--- src/rtl/rtc_cal_pkg.sv ---
package rtc_cal_pkg;

  typedef enum logic [1:0] {
    WIN_32 = 2'd0,
    WIN_16 = 2'd1,
    WIN_8  = 2'd2
  } win_e;

  // 8-second select has priority over 16-second select
  function automatic win_e win_decode(input logic sel8, input logic sel16);
    if (sel8)       return WIN_8;
    else if (sel16) return WIN_16;
    else            return WIN_32;
  endfunction

  // number of halvings applied to the longest window
  function automatic logic [1:0] win_shift(input win_e w);
    case (w)
      WIN_16:  return 2'd1;
      WIN_8:   return 2'd2;
      default: return 2'd0;
    endcase
  endfunction

endpackage

--- src/rtl/rtc_cal_cfg.sv ---
module rtc_cal_cfg
  import rtc_cal_pkg::*;
#(
  parameter int MASK_W = 9
) (
  input  logic              clk_i,
  input  logic              rst_ni,
  input  logic              wr_i,
  input  logic              sel8_i,
  input  logic              sel16_i,
  input  logic              add_i,
  input  logic [MASK_W-1:0] mask_i,
  input  logic              win_end_i,
  output win_e              act_win_o,
  output logic              act_add_o,
  output logic [MASK_W-1:0] act_mask_o,
  output logic              pend_o
);

  win_e              sh_win_q;
  logic              sh_add_q;
  logic [MASK_W-1:0] sh_mask_q;

  always_ff @(posedge clk_i or negedge rst_ni) begin
    if (!rst_ni) begin
      sh_win_q   <= WIN_32;
      sh_add_q   <= 1'b0;
      sh_mask_q  <= '0;
      act_win_o  <= WIN_32;
      act_add_o  <= 1'b0;
      act_mask_o <= '0;
      pend_o     <= 1'b0;
    end else begin
      if (win_end_i) begin
        act_win_o  <= sh_win_q;
        act_add_o  <= sh_add_q;
        act_mask_o <= sh_mask_q;
      end
      if (wr_i) begin
        sh_win_q  <= win_decode(sel8_i, sel16_i);
        sh_add_q  <= add_i;
        sh_mask_q <= mask_i;
        pend_o    <= 1'b1;
      end else if (win_end_i) begin
        pend_o    <= 1'b0;
      end
    end
  end

  p_wr_pend_r8: assert property (@(posedge clk_i) disable iff (!rst_ni)
    wr_i |=> pend_o);

  p_pend_clear_r8: assert property (@(posedge clk_i) disable iff (!rst_ni)
    (win_end_i && !wr_i) |=> !pend_o);

  p_hold_active_r8: assert property (@(posedge clk_i) disable iff (!rst_ni)
    !win_end_i |=> ($stable(act_win_o) && $stable(act_add_o) && $stable(act_mask_o)));

endmodule

--- src/rtl/rtc_cal_window.sv ---
module rtc_cal_window
  import rtc_cal_pkg::*;
#(
  parameter int CNT_W  = 20,
  parameter int MASK_W = 9
) (
  input  logic              clk_i,
  input  logic              rst_ni,
  input  logic              rtc_en_i,
  input  win_e              win_i,
  output logic              slot_o,
  output logic [MASK_W-1:0] seg_o,
  output logic              win_end_o
);

  localparam int SEG_LO = CNT_W - MASK_W;

  logic [CNT_W-1:0] cnt_q;
  logic [CNT_W-1:0] last;

  assign last      = {CNT_W{1'b1}} >> win_shift(win_i);
  assign win_end_o = rtc_en_i && (cnt_q == last);
  assign slot_o    = rtc_en_i && (cnt_q[SEG_LO-1:0] == '0);
  assign seg_o     = cnt_q[CNT_W-1 -: MASK_W];

  always_ff @(posedge clk_i or negedge rst_ni) begin
    if (!rst_ni)          cnt_q <= '0;
    else if (rtc_en_i)    cnt_q <= win_end_o ? '0 : cnt_q + CNT_W'(1);
  end

  p_cnt_hold_r2: assert property (@(posedge clk_i) disable iff (!rst_ni)
    !rtc_en_i |=> $stable(cnt_q));

  p_wrap_r2: assert property (@(posedge clk_i) disable iff (!rst_ni)
    win_end_o |=> (cnt_q == '0));

  p_cnt_range_r2: assert property (@(posedge clk_i) disable iff (!rst_ni)
    cnt_q <= last);

endmodule

--- src/rtl/rtc_cal_pulse.sv ---
module rtc_cal_pulse
  import rtc_cal_pkg::*;
#(
  parameter int MASK_W = 9
) (
  input  logic              clk_i,
  input  logic              rst_ni,
  input  logic              rtc_en_i,
  input  logic              slot_i,
  input  logic [MASK_W-1:0] seg_i,
  input  win_e              win_i,
  input  logic              add_i,
  input  logic [MASK_W-1:0] mask_i,
  output logic              tick_o
);

  logic [MASK_W-1:0] seg_rev;
  logic [MASK_W-1:0] keep;
  logic [MASK_W-1:0] mask_eff;
  logic              drop;
  logic              ins_q;

  for (genvar i = 0; i < MASK_W; i++) begin : g_rev
    assign seg_rev[i] = seg_i[MASK_W-1-i];
  end

  assign keep     = {MASK_W{1'b1}} << win_shift(win_i);
  assign mask_eff = mask_i & keep;
  assign drop     = slot_i && (seg_rev < mask_eff);
  assign tick_o   = rtc_en_i ? !drop : ins_q;

  always_ff @(posedge clk_i or negedge rst_ni) begin
    if (!rst_ni)       ins_q <= 1'b0;
    else if (rtc_en_i) ins_q <= ins_q || (slot_i && add_i);
    else               ins_q <= 1'b0;
  end

  p_drop_slot_r7: assert property (@(posedge clk_i) disable iff (!rst_ni)
    drop |-> slot_i);

  p_ins_follow_r4: assert property (@(posedge clk_i) disable iff (!rst_ni)
    (slot_i && add_i) |=> ins_q);

  p_idle_tick_r9: assert property (@(posedge clk_i) disable iff (!rst_ni)
    (tick_o && !rtc_en_i) |-> $past(rtc_en_i));

endmodule

--- src/rtl/rtc_smooth_cal.sv ---
module rtc_smooth_cal
  import rtc_cal_pkg::*;
#(
  parameter int CNT_W  = 20,
  parameter int MASK_W = 9
) (
  input  logic              clk_i,
  input  logic              rst_ni,
  input  logic              rtc_en_i,
  input  logic              cfg_wr_i,
  input  logic              cfg_sel8_i,
  input  logic              cfg_sel16_i,
  input  logic              cfg_add_i,
  input  logic [MASK_W-1:0] cfg_mask_i,
  output logic              tick_o,
  output logic              pend_o
);

  win_e              act_win;
  logic              act_add;
  logic [MASK_W-1:0] act_mask;
  logic              slot;
  logic [MASK_W-1:0] seg;
  logic              win_end;

  rtc_cal_cfg #(.MASK_W(MASK_W)) u_cfg (
    .clk_i      (clk_i),
    .rst_ni     (rst_ni),
    .wr_i       (cfg_wr_i),
    .sel8_i     (cfg_sel8_i),
    .sel16_i    (cfg_sel16_i),
    .add_i      (cfg_add_i),
    .mask_i     (cfg_mask_i),
    .win_end_i  (win_end),
    .act_win_o  (act_win),
    .act_add_o  (act_add),
    .act_mask_o (act_mask),
    .pend_o     (pend_o)
  );

  rtc_cal_window #(.CNT_W(CNT_W), .MASK_W(MASK_W)) u_win (
    .clk_i     (clk_i),
    .rst_ni    (rst_ni),
    .rtc_en_i  (rtc_en_i),
    .win_i     (act_win),
    .slot_o    (slot),
    .seg_o     (seg),
    .win_end_o (win_end)
  );

  rtc_cal_pulse #(.MASK_W(MASK_W)) u_pulse (
    .clk_i    (clk_i),
    .rst_ni   (rst_ni),
    .rtc_en_i (rtc_en_i),
    .slot_i   (slot),
    .seg_i    (seg),
    .win_i    (act_win),
    .add_i    (act_add),
    .mask_i   (act_mask),
    .tick_o   (tick_o)
  );

  p_tick_on_strobe_r1: assert property (@(posedge clk_i) disable iff (!rst_ni)
    (rtc_en_i && !slot) |-> tick_o);

endmodule

--- config.mk ---
export PLATFORM = sky130hd
export DESIGN_NAME = rtc_smooth_cal
export DESIGN_NICKNAME = d
export VERILOG_FILES = /design/src/rtl/rtc_cal_pkg.sv /design/src/rtl/rtc_cal_cfg.sv /design/src/rtl/rtc_cal_window.sv /design/src/rtl/rtc_cal_pulse.sv /design/src/rtl/rtc_smooth_cal.sv
export SDC_FILE = /design/constraint.sdc
export NUM_CORES = 1
export LEC_CHECK = 0
export ABC_AREA = 1
export BUFFER_PORTS_ARGS = -buffer_cell sky130_fd_sc_hd__buf_4
export CORE_MARGIN = 2
export CORE_UTILIZATION = 27
export DETAILED_ROUTE_END_ITERATION = 10
export PLACE_DENSITY = 0.54
export REMOVE_ABC_BUFFERS = 1
export SLEW_MARGIN = 15
export SYNTH_ARGS = -nofsm -noshare
export SYNTH_HDL_FRONTEND = slang
export SYNTH_SLANG_ARGS = --single-unit
--- constraint.sdc ---
create_clock -name clk_i -period 3.8 [get_ports clk_i]
set_input_delay 0.76 -clock clk_i [delete_from_list [all_inputs] [get_ports clk_i]]
set_output_delay 0.76 -clock clk_i [all_outputs]
set_load 0.005 [all_outputs]
==> results.cfg <==
[die]
ios = 18
start_util_pct = 27.95
coreArea_sq_um = 9284
std_cell_rows = 35
die-width_um = 102.0
die_h_um = 102.0
dieArea_sq_um = 10410

[synthesis]
ys_top_cells_by_area = dfrtp_1 (44%), nand2_1 (12%), inv_1 (6.8%)
ys_types = 26
syn-mean-instance-area_sq_um = 7.816
synth_warnings = 0
synth_top_area_share_pct = 44.36
ys_seq_area_share_pct = 44.36
synth_area_sq_um = 2595
syn-instance-count = 332
synth-seq-cells = 46
synth.largest_area_cell = dfrtp_1

[final_layout]
layout.nets = 377
final_common_cell = nand2_1
layout.cells.most_common_list = nand2_1 (82), inv_1 (47), dfrtp_1 (46), nor2_1 (42), buf_4 (17)
syn_to_final_growth_pct = 12.58
n_fill_cell = 1031
drive_above_1_share_pct = 18.23
insertedDiodeCount = 0
finalNonFillerCells = 480

[clock_network]
root_buffer = clkbuf_8
cts_sinks = 46
cts_buffer_depth = 2
cts_resized = 0
cts_buffers = 5
cts_setup_buffers = 0
cts_tree = built
cts_hold_buffers = 0
clk_pin_slew_ps = 90
clk-insertion-delay-late_ps = 310
htreeDepth = 2

[sta]
finClkSkew_ps = 6.879
slew-limit-headroom_pct = 59.84
setup_tns_ps = 0
setup_viol = 0
fmax_ghz = 0.3709
finalCritPeriodShare_pct = 70.96
worstMarginPinSlew_ps = 602.4
drv_slew = 0
period_needed_ps = 2696
hold_viol = 0
rsz0062_at_grt = false

[run]
cap_violations = 0

[global_route]
track_usage_pct = 10.96
grt_pass1_wl_um = 9018
antenna_found_initial = 0
grt_max_degree = 47
overflow = 0
grt_pass1_vias = 1953

[drt]
ant_nets = 0
routedWlPerCell_um = 10.85
drt_first_pass_iters = 4
drt_iter0_drc = 88
num_vias = 2030
drc_errors = 0
drt-total-wl_um = 5210
via_per_inst = 4.229

[placed_design]
dp.cells = 472
globalplace.congestion = 0.8823
dp_hpwl_um = 3761
numPortBuffers = 17

[worst_setup_path]
cp-end-kind = output pin
cpMostUsedCell = nand2_1
path_cells = inv_1 -> ha_1 -> inv_1 -> nand2_1 -> ha_1 -> nand2_1 -> nor2_1 -> nand2_1 -> nand2_1 -> o21ai_0 -> a21oi_1 -> buf_4
slowest_stage = dfrtp_1
crit_fanout = 2
start_kind = flip-flop
cp.required_ps = 3040
slowest_delay_ps = 360
critPathKind = reg2out
worstPathArrival_ps = 1940

[power]
finalPower_w = 0.001078
irDropWorstVdd_uv = 118.1
power_density_nw_per_um2 = 369.1
p_leak_nw = 1.442

[outcome]
status = finished clean

[hold_path]
min_path_type = in2async
[Yosys cell counts]
cell type and number:
inv_1 47, o21bai_1 1, nor2_2 8, clkinv_2 1, buf_4 1, dfrtp_1 46
nand2_1 82, nand3b_1 2, and2_1 1, o21ai_2 12, nand2_4 1, buf_6 3
nand4_1 4, ha_1 11, nand3_1 13, nor2_4 1, o21ai_0 15, clkbuf_1 2
nand3_2 4, nor3b_1 1, nor3_1 8, a21oi_1 11, xor2_1 2, nor2_1 42
inv_2 1, nand2_2 12
[routing by layer]
layer / global-route usage (%) / share of wire (%) / vias up
met2: 18.02 / 44 / 32
met5: 0 / 0 / -
li1: - / - / 1071
met3: 2.531 / 3.7 / 8
met4: 3.897 / 1.7 / 0
met1: 14.19 / 50 / 919
[worst paths after layout]
path | slack [ps] | endpoint | depth (start not counted) | from
max | 1100 | tick_o | 12 | u_cfg.act_win_o[0]
min | 450 | u_win.cnt_q[12] | 1 | rst_ni
max reg2reg | 1960 | u_win.cnt_q[3] | 7 | u_cfg.act_win_o[0]
min reg2reg | 480 | u_cfg.pend_o | 2 | u_cfg.pend_o
max in group asynchronous | 2940 | u_win.cnt_q[19] | 1 | rst_ni
min in group clk_i | 480 | u_cfg.pend_o | 2 | u_cfg.pend_o
[through the flow]
step	util [%]	hold slack [ps]	setup slack (ps)	area [sq um]
2_1_floorplan	-	455.0	1698	2546
3_3_place_gp	30.54	462.0	1399	2835
3_5_place_dp	30.54	464.7	1397	2835
4_1_cts	31.47	486.5	1053	2922
5_1_grt	31.47	511.6	869.0	2922
6_report	31.47	449.8	1104	2922
[power breakdown]
group	internal, W	total, W	switching, W
Clock	0.000130	0.000309	0.000179
Sequential	0.000535	0.000593	0.0000580
Combinational	0.0000649	0.000177	0.000112
Total	0.000730	0.00108	0.000349
[area by class of cell]
cell class              instances  area [sq um]  share of cell area (%)
flip-flops and latches         46          1151                   39.40
multi-input cells             231          1210                   41.41
clock inverters                 2         13.76                  0.4711
inverters                      49         185.2                   6.338
well taps                     129         161.4                   5.525
clock buffers                   6         72.57                   2.484
repair buffers                 17         127.6                   4.368
[worst max-delay path, delay by kind of cell (launching register included)]
| kind | cells | cell delay [ps] |
|---|---|---|
| buffers and inverters | 3 | 260 |
| AO/OA/AOI/OAI | 2 | 320 |
| adder cells (fa/ha/maj) | 2 | 460 |
| AND/OR/NAND/NOR | 5 | 240 |
| flip-flops | 1 | 360 |
[sequential cells by signal, indices dropped and copies added (netlist names)]
signal,cells
u_pulse.ins_q,1
u_win.cnt_q,20
u_cfg.act_win_o,2
u_cfg.pend_o,1
u_cfg.act_add_o,1
u_cfg.sh_mask_q,9
u_cfg.sh_win_q,2
u_cfg.act_mask_o,9
u_cfg.sh_add_q,1
[kinds of logic (layout without fill, tap and decap cells)]
| group | Yosys count | count (layout) | synth area share [%] |
|---|---|---|---|
| simple gates | 179 | 179 | 31.29 |
| buf+inv | 55 | 74 | 9.016 |
| flops | 46 | 46 | 44.36 |
| compound gates | 39 | 39 | 9.354 |
| fa+ha+maj | 11 | 11 | 5.304 |
| xor+xnor | 2 | 2 | 0.6751 |
Note: power is estimated with default switching activity, not from simulation.
